File: config.mk
export PLATFORM = sky130hd
export DESIGN_NAME = prio_intc
export DESIGN_NICKNAME = d
export VERILOG_FILES = /design/src/rtl/prio_intc_pkg.sv /design/src/rtl/intc_src_regs.sv /design/src/rtl/intc_arbiter.sv /design/src/rtl/intc_level_stack.sv /design/src/rtl/prio_intc.sv
export SDC_FILE = /design/constraint.sdc
export NUM_CORES = 1
export LEC_CHECK = 0
export BUFFER_PORTS_ARGS = -buffer_cell sky130_fd_sc_hd__buf_2
export CAP_MARGIN = 20
export CORE_ASPECT_RATIO = 0.9
export CORE_MARGIN = 2
export CORE_UTILIZATION = 65
export DETAILED_ROUTE_END_ITERATION = 6
export PLACE_DENSITY_LB_ADDON = 0.05
export SETUP_SLACK_MARGIN = 0.02
export SLEW_MARGIN = 10
export SYNTH_ARGS = -nofsm -noshare
export SYNTH_HDL_FRONTEND = slang
export SYNTH_HIERARCHICAL = 1
export SYNTH_SLANG_ARGS = --single-unit
File: constraint.sdc
create_clock -name clk -period 33.2 [get_ports clk]
set_clock_uncertainty 0.1 [all_clocks]
set_input_delay 1.66 -clock clk [delete_from_list [all_inputs] [get_ports clk]]
set_output_delay 1.66 -clock clk [all_outputs]
set_load 0.05 [all_outputs]
File: src/rtl/prio_intc_pkg.sv
// Shared types for the priority interrupt controller.
// Assumes a 4-bit priority field and the control word layout {flag, en, prio}.
package prio_intc_pkg;
    localparam int PRIO_W = 4;
    localparam int CTRL_W = PRIO_W + 2;

    typedef logic [PRIO_W-1:0] prio_t;

    // Packed so that {flag, en, prio} is the register image read on the bus.
    typedef struct packed {
        logic  flag;
        logic  en;
        prio_t prio;
    } src_ctrl_t;
endpackage

File: src/rtl/intc_src_regs.sv
// Per-source control registers: pending flag, enable and priority.
// Assumes at most one bus write and one acknowledge clear per cycle.
// A hardware pulse overrides both a software clear and an acknowledge clear.
module intc_src_regs
    import prio_intc_pkg::*;
#(
    parameter int NSRC   = 8,
    parameter int ADDR_W = 4,
    parameter int IDX_W  = 3
) (
    input  logic                   clk,
    input  logic                   rst_n,
    input  logic                   wr_en,
    input  logic [ADDR_W-1:0]      wr_addr,
    input  logic [CTRL_W-1:0]      wr_data,
    input  logic [NSRC-1:0]        hw_set,
    input  logic                   clr_en,
    input  logic [IDX_W-1:0]       clr_idx,
    output src_ctrl_t [NSRC-1:0]   ctrl
);
    for (genvar i = 0; i < NSRC; i++) begin : g_src
        src_ctrl_t r;

        // Update one source: software write, then acknowledge clear, then hardware set.
        always_ff @(posedge clk) begin
            if (!rst_n) begin
                r <= '0;
            end else begin
                if (wr_en && wr_addr == ADDR_W'(i)) begin
                    r <= src_ctrl_t'(wr_data);
                end
                if (clr_en && clr_idx == IDX_W'(i)) begin
                    r.flag <= 1'b0;
                end
                if (hw_set[i]) begin
                    r.flag <= 1'b1;
                end
            end
        end

        assign ctrl[i] = r;
    end
endmodule

File: src/rtl/intc_arbiter.sv
// Combinational winner search over all sources.
// Only flagged and enabled sources are candidates. A strict compare lets the
// lowest index keep a tie, and it excludes priority 0 because the search starts at 0.
module intc_arbiter
    import prio_intc_pkg::*;
#(
    parameter int NSRC  = 8,
    parameter int IDX_W = 3
) (
    input  src_ctrl_t [NSRC-1:0] ctrl,
    output logic                 win_valid,
    output logic [IDX_W-1:0]     win_idx,
    output prio_t                win_prio
);
    // Scan in ascending index order and keep the first strictly higher level.
    always_comb begin
        win_valid = 1'b0;
        win_idx   = '0;
        win_prio  = '0;
        for (int i = 0; i < NSRC; i++) begin
            if (ctrl[i].flag && ctrl[i].en && ctrl[i].prio > win_prio) begin
                win_valid = 1'b1;
                win_idx   = IDX_W'(i);
                win_prio  = ctrl[i].prio;
            end
        end
    end
endmodule

File: src/rtl/intc_level_stack.sv
// Running CPU level with a stack of saved levels and a sticky fault bit.
// A push always loads new_level. It saves the old level only when there is room.
// A pop on an empty stack keeps the level. push and pop are never both high.
module intc_level_stack
    import prio_intc_pkg::*;
#(
    parameter int STK_D = 4,
    parameter int CNT_W = 3
) (
    input  logic             clk,
    input  logic             rst_n,
    input  logic             push,
    input  logic             pop,
    input  prio_t            new_level,
    output prio_t            level,
    output logic [CNT_W-1:0] depth,
    output logic             fault
);
    localparam int PTR_W = (STK_D > 1) ? $clog2(STK_D) : 1;

    prio_t stk [STK_D];

    // Apply a push or a pop to the level, the stack and the fault bit.
    always_ff @(posedge clk) begin
        if (!rst_n) begin
            level <= '0;
            depth <= '0;
            fault <= 1'b0;
            for (int i = 0; i < STK_D; i++) stk[i] <= '0;
        end else if (push) begin
            level <= new_level;
            if (depth == CNT_W'(STK_D)) begin
                fault <= 1'b1;
            end else begin
                stk[PTR_W'(depth)] <= level;
                depth <= depth + CNT_W'(1);
            end
        end else if (pop) begin
            if (depth == '0) begin
                fault <= 1'b1;
            end else begin
                level <= stk[PTR_W'(depth - CNT_W'(1))];
                depth <= depth - CNT_W'(1);
            end
        end
    end
endmodule

File: src/rtl/prio_intc.sv
// Top of the priority interrupt controller.
// Assumes the CPU holds trap_req until it acknowledges the trap, and pulses
// irq_ack and reti for exactly one cycle per event.
module prio_intc
    import prio_intc_pkg::*;
#(
    parameter int NSRC   = 8,
    parameter int VEC_W  = 7,
    parameter int STK_D  = 4,
    parameter int DATA_W = 8
) (
    input  logic                                clk,
    input  logic                                rst_n,
    input  logic                                bus_wr,
    input  logic [$clog2(NSRC+1)-1:0]           bus_addr,
    input  logic [DATA_W-1:0]                   bus_wdata,
    output logic [DATA_W-1:0]                   bus_rdata,
    input  logic [NSRC-1:0]                     src_pulse,
    input  logic                                trap_req,
    input  logic [VEC_W-1:0]                    trap_num,
    output logic                                irq_req,
    output logic [VEC_W-1:0]                    irq_vec,
    input  logic                                irq_ack,
    input  logic                                reti,
    output logic [3:0]                          cur_level,
    output logic                                stk_err
);
    localparam int ADDR_W = $clog2(NSRC + 1);
    localparam int IDX_W  = (NSRC > 1) ? $clog2(NSRC) : 1;
    localparam int CNT_W  = $clog2(STK_D + 1);

    src_ctrl_t [NSRC-1:0] ctrl;
    logic                 win_valid;
    logic [IDX_W-1:0]     win_idx;
    prio_t                win_prio;
    prio_t                level;
    logic [CNT_W-1:0]     stk_cnt;
    logic                 hw_req;
    logic                 take;
    logic                 hw_take;
    logic                 unused_wdata;

    assign unused_wdata = ^bus_wdata[DATA_W-1:CTRL_W];

    intc_src_regs #(.NSRC(NSRC), .ADDR_W(ADDR_W), .IDX_W(IDX_W)) regs_i (
        .clk     (clk),
        .rst_n   (rst_n),
        .wr_en   (bus_wr),
        .wr_addr (bus_addr),
        .wr_data (bus_wdata[CTRL_W-1:0]),
        .hw_set  (src_pulse),
        .clr_en  (hw_take),
        .clr_idx (win_idx),
        .ctrl    (ctrl)
    );

    intc_arbiter #(.NSRC(NSRC), .IDX_W(IDX_W)) arb_i (
        .ctrl      (ctrl),
        .win_valid (win_valid),
        .win_idx   (win_idx),
        .win_prio  (win_prio)
    );

    intc_level_stack #(.STK_D(STK_D), .CNT_W(CNT_W)) stk_i (
        .clk       (clk),
        .rst_n     (rst_n),
        .push      (take),
        .pop       (reti && !take),
        .new_level (trap_req ? level : win_prio),
        .level     (level),
        .depth     (stk_cnt),
        .fault     (stk_err)
    );

    // Request qualification: a trap always requests, a source only above the level.
    always_comb begin
        hw_req  = win_valid && (win_prio > level);
        irq_req = trap_req || hw_req;
        take    = irq_ack && irq_req;
        hw_take = take && !trap_req;
        if (trap_req)    irq_vec = trap_num;
        else if (hw_req) irq_vec = VEC_W'(win_idx);
        else             irq_vec = '0;
    end

    assign cur_level = level;

    // Register read mux: source registers, then the status word, else zero.
    always_comb begin
        bus_rdata = '0;
        if (bus_addr < ADDR_W'(NSRC)) begin
            bus_rdata = DATA_W'(ctrl[bus_addr[IDX_W-1:0]]);
        end else if (bus_addr == ADDR_W'(NSRC)) begin
            bus_rdata = DATA_W'({stk_err, level});
        end
    end
endmodule

**Word-level counts from Yosys, hierarchy flattened**

Memory sizes are Yosys's and may differ from the RTL's.
Cells that the tools add are included.

- Add/sub/neg operators: 2
- $lt $le $gt $ge: 11
- Eq/ne operators: 20
- Mux-type cells: 73
- Reductions and logical operators: 56

Operators with widths:

| kind | count |
|---|---|
| 6-bit two-way mux | 10 |
| 4-bit two-way mux | 13 |
| 1-bit logical AND | 36 |
| 1-bit two-way mux | 35 |
| 4-bit greater-than comparator | 8 |
| 3-bit two-way mux | 9 |
| 3-bit nonzero test | 8 |
| 6-bit binary-select mux with 3-bit select | 1 |
| 4-bit by 3-bit equality test with 1-bit output (second input constant) | 4 |
| 3-bit equality test (second input constant) | 5 |
| 3-bit AND reduction | 3 |
| 4-bit by 2-bit equality test with 1-bit output (second input constant) | 2 |
| 7-bit two-way mux | 1 |
| 3-bit by 2-bit equality test with 1-bit output (second input constant) | 2 |
| 3-bit zero test | 2 |
| 2-bit two-way mux | 3 |
| 2-bit != test (second input constant) | 3 |
| 5-bit two-way mux | 1 |
| 4-bit by 1-bit equality test with 1-bit output (second input constant) | 1 |
| 4-bit equality test (second input constant) | 1 |
| 4-bit by 1-bit greater-than comparator with 1-bit output (second input constant) | 1 |
| 4-bit zero test | 1 |
| 3-bit by 4-bit less-than comparator with 1-bit output (second input constant) | 1 |
| 4-bit less-than comparator (second input constant) | 1 |
| other kinds (8) | 10 |

- Register bits after elaboration: 56
- Memory bits (writable): 16
- Word-level logic and storage cells: 190
- Memories: 1

Memories:

| memory | depth | bits a word | rd ports | clocked after Yosys merged registers in | wr ports | RTL line | source |
|---|---|---|---|---|---|---|---|
| stk_i.stk | 4 | 4 | 1 | 0 | 4 | intc_level_stack.sv:21 | `prio_t stk [STK_D];` |

**Depth between registers and ports, before layout**

Gate-level depths: netlist (run 1).

- Depth after elaboration: 33
- Mapped depth: 71
- Gate-level depth less buffers: 69

**Cells and area by module**

Netlist (run 1), hierarchy kept.

Modules (own cells, without submodules):

| module | instances | cells an instance | area an instance (um2) |
|---|---|---|---|
| intc_src_regs | 1 | 250 | 2153.3 |
| intc_arbiter | 1 | 218 | 1592.8 |
| intc_level_stack | 1 | 106 | 1229.9 |
| prio_intc | 1 | 90 | 752.0 |

**Least setup slack after synthesis (run 1)**

No wires, ideal clock.

- Path kind: register to output
- Start: register regs_i.g_src[0].r (netlist bit regs_i/ctrl[5])
- End: output irq_vec[0]
- Data arrival time: 12.691 ns
- Required time: 31.440 ns
- Path slack: 18.749 ns
- Stages on the path, launching flop included: 60
- Buffers on the path: 1
- Cells stage by stage: dfxtp_1 and3_4 inv_2 ha_1 nand4_1 nand3_1 a21oi_1 mux2_2 ha_1 inv_1 a21oi_1 and3_1 a221o_1 o21a_1 nor2_1 mux2_2 inv_1 ha_1 [24 not listed] o21a_1 o21a_1 o2111ai_1 clkbuf_1 nor2_1 a21o_1 ha_1 nor2b_1 o21a_1 o21a_1 o2111ai_1 and2_1 a21oi_1 ha_1 nor2b_1 o211ai_1 a21oi_1 a22o_1

- Word-level cells in the longest chain between the ends: 28
- Elaborated cells on any way between the ends: 43
- Classes of those cells: order compare: 8; mux: 25; reduce/logical: 10

Ends and longest elaborated chain:

| element | RTL line | source |
|---|---|---|
| start: declaration | intc_src_regs.sv:22 | `src_ctrl_t r;` |
| start signal: assignment | intc_src_regs.sv:30 | `r <= src_ctrl_t'(wr_data);` |
| 1-bit logical AND * (2 in a row) | intc_arbiter.sv:21 | `if (ctrl[i].flag && ctrl[i].en && ctrl[i].prio > win_prio) begin` |
| 4-bit two-way mux * | intc_arbiter.sv:21 |  |
| 4-bit greater-than comparator | intc_arbiter.sv:21 |  |
| 1-bit logical AND | intc_arbiter.sv:21 |  |
| 4-bit two-way mux * | intc_arbiter.sv:21 |  |
| 4-bit greater-than comparator | intc_arbiter.sv:21 |  |
| 1-bit logical AND | intc_arbiter.sv:21 |  |
| 4-bit two-way mux * | intc_arbiter.sv:21 |  |
| [12 not listed] | - |  |
| 4-bit greater-than comparator | intc_arbiter.sv:21 |  |
| 1-bit logical AND | intc_arbiter.sv:21 |  |
| 4-bit two-way mux * | intc_arbiter.sv:21 |  |
| via win_prio[1] | prio_intc.sv:35 | `prio_t win_prio;` |
| 4-bit greater-than comparator * | prio_intc.sv:77 | `hw_req = win_valid && (win_prio > level);` |
| 1-bit logical AND * | prio_intc.sv:77 |  |
| 3-bit two-way mux * | prio_intc.sv:82 | `else if (hw_req) irq_vec = VEC_W'(win_idx);` |
| 7-bit two-way mux * | prio_intc.sv:81 | `if (trap_req) irq_vec = trap_num;` |
| end: declaration | prio_intc.sv:22 | `output logic [VEC_W-1:0] irq_vec,` |

The timed path passes the listed nets; every way through them passes the cells marked *.

**Final worst setup path (run 1)**

Ends and elaborated chain as after synthesis.

==> reports/qor.yml, run 1 <==
final_cell_area_um2: 6130
peakVddDrop_v: 0.0000253
fillerInstances: 710
clk_pin_slew_ps: 80
r2r_cells: 62
grt_usage: 0.324
numCtsBuffers: 9
max_freq_ghz: 0.0585
post_cts_buffers: 0
cp.required_ps: 31440
endpoint_kind: "output pin"
final_cells: 807
placed_cell_area_um2: 5900
p_int_uw: 159
hold_class: "reg -> reg"
finalHoldViolations: 0
avgRoutedWirePerCell_um: 18.9
drive_gt1_frac: 0.172
synth_edf_count: 16
synthDistinctLibCells: 85
r2r-start: "regs_i/ctrl[5]"
io_pins: 54
power_frac_clock: 0.321
period_minus_slack_ps: 17100
gp_congestion: 0.902
startpoint_type: "flip-flop"
synthArstFlopShare: 0
cts_tree: "built"
worst_pin_slew_ps: 1060
cts_sinks: 72
place_inst: 790
synth_compound_area_frac: 0.245
nets: 747
seq_area_frac_synth: 0.280
avgSynthCellArea_um2: 8.63
grt_antenna_before_repair: 0
cpMostUsedCell: "ha_1"
synth_area_um2: 5730
layout_worst_path_cycle_share: 0.515
drt_wl_total_mm: 15.2
num_rows: 32
final_cell_mix: "64 x nand3_1, 62 x o21ai_0, 56 x dfxtp_1"
worstReg2RegEnd: "stk_i/stk[1][1]"
sequentialPowerShare: 0.438
post_cts_resized: 0
slowest_stage: "o2111ai_1"
slew_viol_final: 0
drt_iter0_markers: 410
p_sw_uw: 81.6
clk-insertion-delay-late_ps: 350
slew_headroom: 0.292
grt_start_max_net_pins: 72
cp_slowest_stage_delay_ps: 620
num_vias: 5250
hold_buffers: 0
min_path_cells: 2
hpwl_mm: 11.2
final_antenna_net_count: 0
setup_tns_ps: 0
fin_ws_ps: 16100
die-area_um2: 9580
drt-vias-per-instance: 6.51
status: "completed"
coreArea_um2: 8570
synth_mux_area_frac: 0.102
ys.flop_type: "dfxtp_1"
syn_to_final_growth_pct: 7.06
rsz0062_at_grt: "no"
yosys_warnings: 6
cts_root_buf: "clkbuf_8"
holdPathEnd: "regs_i/ctrl[22]"
clock_path_buffers: 2
die_y_um: 93.1
dp_slack_ps: 16680
setup_viol: 0
synth_top_family_by_area: "compound AO/OA/AOI/OAI gates"
synthCells: 664
critPathKind: "reg -> out"
max_cap_violations: 0
power_density_nw_per_um2: 39.2
r2r_slack_ps: 16670
synthAdderAreaFrac: 0.0677
critical_path_arrival_ps: 15340
final_common_cell: "nand3_1"
synth_seq_cells: 72
grt_pass1_vias: 4864
p_leak_uw: 0.00232
hp-start: "regs_i/ctrl[22]"
holdWs_ps: 406
cts_max_level: 3
post-route-drc-count: 0
crit_path_max_fanout: 11
overflow: 0
combPwrFrac: 0.241
swShare: 0.340
synthXorXnorAreaFrac: 0.00743
dr.pass1.iters: 5
io_buffers: 49
initial_core_util: 0.669
yosys.area_share.simple: 0.234
diodes: 0
grt_pass1_wl_mm: 24.2
die_w_um: 103
[Yosys cell counts, drive strengths merged (15+ instances only)]
cell type,count,area [um^2]
mux2,15,173
clkbuf,24,91.3
and2,25,156
a21boi,40,300
a21oi,17,96.4
edfxtp,16,480
inv,32,120
ha,31,388
dfxtp,56,1120
nand3,65,330
buf,21,154
mux2i,26,260
nor2,31,124
nand2,31,116
o21ai,65,337
[kinds of logic after synthesis]
logic type / after synthesis
fa+ha+maj: 31
flops: 72
mux: 47
compound gates: 197
buf+inv: 77
simple gates: 235
other cells: 1
xor+xnor: 4
[worst max path at each step]
stage                       to      startpoint  slack [ps]
global placement    irq_vec[0]  regs_i/ctrl[5]       17180
finish              irq_vec[0]  regs_i/ctrl[5]       16100
detailed placement  irq_vec[0]  regs_i/ctrl[5]       16680
floorplan           irq_vec[0]  regs_i/ctrl[5]       18750
global route        irq_vec[0]  regs_i/ctrl[5]       15100
CTS                 irq_vec[0]  regs_i/ctrl[5]       16260
[routing by layer]
metal | part of all wire | up-vias | global-route usage
li1 | - | 2510 | -
met5 | 0 | - | 0
met2 | 0.44 | 245 | 0.490
met1 | 0.45 | 2479 | 0.473
met3 | 0.093 | 16 | 0.0665
met4 | 0.012 | 0 | 0.0833
[state kept, by name (all words and copies together), names as in the netlist]
register	count
regs_i/ctrl	48
stk_i/fault	1
stk_i/depth	3
stk_i/level	4
stk_i/stk	16
[layout make-up]
type,count,area [um^2],share of cell area
clock inverters,7,92.6,0.0151
well taps,119,149,0.0243
flip-flops and latches,72,1600,0.261
repair buffers,52,280,0.0457
multi-input cells,516,3760,0.614
inverters,32,120,0.0196
clock buffers,9,124,0.0202
[metrics by stage]
step | total power [uW] | utilization
after floorplan | 150 | -
after global placement | 162 | 0.688
after detailed placement | 164 | 0.688
after CTS | 239 | 0.713
after global routing | 250 | 0.716
final | 240 | 0.716
[worst max-delay path, delay by kind of cell, from the launching register on]
family,cells,cell delay [ps]
AOI/OAI and AO/OA,26,6810
and+or+nand+nor,16,2810
adders and majority gates,8,2230
muxes,6,2190
DFF,1,490
buffers and inverters,4,410
[power groups by stage]
stage / Clock (uW) / Sequential (uW) / Combinational (uW)
6_report: 77.0 / 105 / 57.9
3_3_place_gp: 0 / 107 / 54.9
5_1_grt: 81.0 / 106 / 62.6
3_5_place_dp: 0 / 107 / 56.5
4_1_cts: 76.9 / 105 / 56.8
2_1_floorplan: 0 / 108 / 42.0
Power figures use the tool's default switching activity.
==> inputs of run 2 (changes only) <==
--- a/config.mk
+++ b/config.mk
@@ -9,7 +9,7 @@
 export CAP_MARGIN = 20
 export CORE_ASPECT_RATIO = 0.9
 export CORE_MARGIN = 2
-export CORE_UTILIZATION = 65
+export CORE_UTILIZATION = 61
 export DETAILED_ROUTE_END_ITERATION = 6
 export PLACE_DENSITY_LB_ADDON = 0.05
 export SETUP_SLACK_MARGIN = 0.02
==> constraint.sdc (replaced) <==
create_clock -name clk -period 15.9 [get_ports clk]
set_clock_uncertainty 0.1 [all_clocks]
set_input_delay 0.795 -clock clk [delete_from_list [all_inputs] [get_ports clk]]
set_output_delay 0.795 -clock clk [all_outputs]
set_load 0.05 [all_outputs]
==> run 2 against run 1 <==
  * The run now ends with design-rule violations left
  * Hold slack got worse by 10 ps
  * Non-clock buffer count grew 5
  * Sequential share of layout area fell by 0.15 points
  * Total power up 100%
==> reports/qor.yml, run 2 (synthesis results as in run 1) <==
status: "complete, but fails checks"  # was completed
violations: "design-rule violations"
critical_path_arrival_ps: 14110  # was 15340 ps
period_minus_slack_ps: 15000
overflow: 0  # unchanged
dr.pass1.iters: 7  # was 5
drt_iter0_markers: 611  # was 410
die-area_um2: 10200  # was 9580 um^2
p_leak_uw: 0.00232  # about the same
critPathKind: "reg -> out"  # unchanged
grt_pass1_wl_mm: 25.0  # was 24.2 mm
grt_usage: 0.315  # was 0.324
io_buffers: 49  # unchanged
syn_to_final_growth_pct: 7.69  # was 7.06%
post-route-drc-count: 3  # was 0
final_common_cell: "nand3_1"  # unchanged
startpoint_type: "flip-flop"  # unchanged
grt_start_max_net_pins: 72  # unchanged
grt_pass1_vias: 4862  # was 4864
drt-vias-per-instance: 6.47  # was 6.51
crit_path_max_fanout: 11  # unchanged
num_rows: 33  # was 32
drt_wl_total_mm: 15.7  # was 15.2 mm
cts_tree: "built"  # unchanged
die_w_um: 106  # was 103 um
coreArea_um2: 9130  # was 8570 um^2
slew_headroom: 0.285  # was 0.292
slew_viol_final: 0  # unchanged
slowest_stage: "or4_1"  # was o2111ai_1
cp_slowest_stage_delay_ps: 600  # was 620 ps
cts_max_level: 3  # unchanged
setup_viol: 0  # unchanged
nets: 752  # was 747
layout_worst_path_cycle_share: 0.943
fillerInstances: 765  # was 710
hp-start: "regs_i/ctrl[34]"  # was regs_i/ctrl[22]
clock_path_buffers: 2  # unchanged
peakVddDrop_v: 0.0000627  # was 0.0000253 V
cts_sinks: 72  # unchanged
diodes: 0  # unchanged
die_y_um: 95.9  # was 93.1 um
avgRoutedWirePerCell_um: 19.2  # was 18.9 um
max_cap_violations: 0  # unchanged
setup_tns_ps: 0  # unchanged
cpMostUsedCell: "ha_1"  # unchanged
hold_class: "reg -> reg"  # unchanged
final_cell_mix: "64 x nand3_1, 61 x o21ai_0, 56 x dfxtp_1"  # was 64 x nand3_1, 62 x o21ai_0, 56 x dfxtp_1
multi_input_area_um2: 3800  # was 3760 um^2
rsz0062_at_grt: "no"  # unchanged
finalHoldViolations: 0  # unchanged
r2r-start: "regs_i/ctrl[5]"  # unchanged
final_antenna_net_count: 0  # unchanged
gp_congestion: 0.925  # was 0.902
endpoint_kind: "output pin"  # unchanged
hpwl_mm: 11.3  # was 11.2 mm
setup.worst_path.start: "regs_i/ctrl[5]"  # unchanged
finalPower_uw: 488  # was 240 uW
max_freq_ghz: 0.0667
power_density_nw_per_um2: 79.2  # was 39.2 nW/um^2
worst_pin_slew_ps: 1070  # was 1060 ps
num_vias: 5272  # was 5250
post_cts_buffers: 0  # unchanged
clk-insertion-delay-late_ps: 350  # about the same
seqCellArea_um2: 1600  # unchanged
clk_pin_slew_ps: 80  # about the same
initial_core_util: 0.628  # was 0.669
drive_gt1_frac: 0.179  # was 0.172
largest_reg_flops: 48  # unchanged
numCtsBuffers: 9  # unchanged
cts_root_buf: "clkbuf_8"  # unchanged
grt_antenna_before_repair: 0  # unchanged
io_pins: 54  # unchanged
cp.required_ps: 15010  # was 31440 ps
[run 2: changes by cell type in the layout (fill, tap and decap cells not counted), moves of 2 or more]
cell,change
buf_4,+6
a21oi_1,-3
clkbuf_1,+3
a21oi_4,+2
[run 2: per-layer routing]
| metal | track usage | up-vias | wire length, um |
|---|---|---|---|
| met1 | 0.444 | 2489 | 7170 |
| met5 | 0 | - | 0 |
| met4 | 0.0910 | 0 | 250 |
| met2 | 0.487 | 228 | 6970 |
| met3 | 0.0704 | 24 | 1290 |
| li1 | - | 2531 | - |
[run 2: report_power, final]
group | internal, uW | switching (uW) | leakage, uW
sequential | 199 | 20.6 | 0.000622
combinational | 44.4 | 79.5 | 0.00161
clock | 76.8 | 68.2 | 0.0000936
total | 320 | 168 | 0.00232
[run 2: area by class of cell]
class                      instances  area share
inverter                          32      0.0195
sequential                        72       0.260
clock buffer                      13      0.0241
multi-input combinational        516       0.616
timing repair buffer              57      0.0495
tap                              122      0.0247
clock inverter                     3     0.00690
[run 2: final timing paths]
| kind | to | depth (start not counted) | slack, ps |
|---|---|---|---|
| min | regs_i/ctrl[34] | 2 | 400 |
| min reg2reg | regs_i/ctrl[34] | 2 | 400 |
| max | irq_req | 61 | 900 |
| max reg2reg | stk_i/level[3] | 66 | 1290 |
[run 2: per-stage QoR]
step / utilization / instances / setup slack, ps / area, um^2 / hold slack [ps]
finish: 0.676 / 815 / 900 / 6170 / 396
global route: 0.676 / 815 / 91.0 / 6170 / 430
CTS: 0.672 / 815 / 334 / 6140 / 396
detailed placement: 0.651 / 799 / 722 / 5940 / 385
global placement: 0.651 / 799 / 1140 / 5940 / 377
floorplan: - / 665 / 2310 / 5730 / 361
[run 2: timing repair]
item                       4_1_cts  5_1_grt
hold buffers                     0        0
resized for setup                0        7
setup endpoints to repair        0       52
[run 2: worst max-delay path: cells and delay by family, from the launching register on]
family / cells / cell delay [ps]
AO/OA/AOI/OAI: 20 / 4300
adder cells (fa/ha/maj): 7 / 1910
buffers and inverters: 6 / 720
flip-flops: 1 / 490
multiplexers: 6 / 2100
AND/OR/NAND/NOR: 22 / 4210
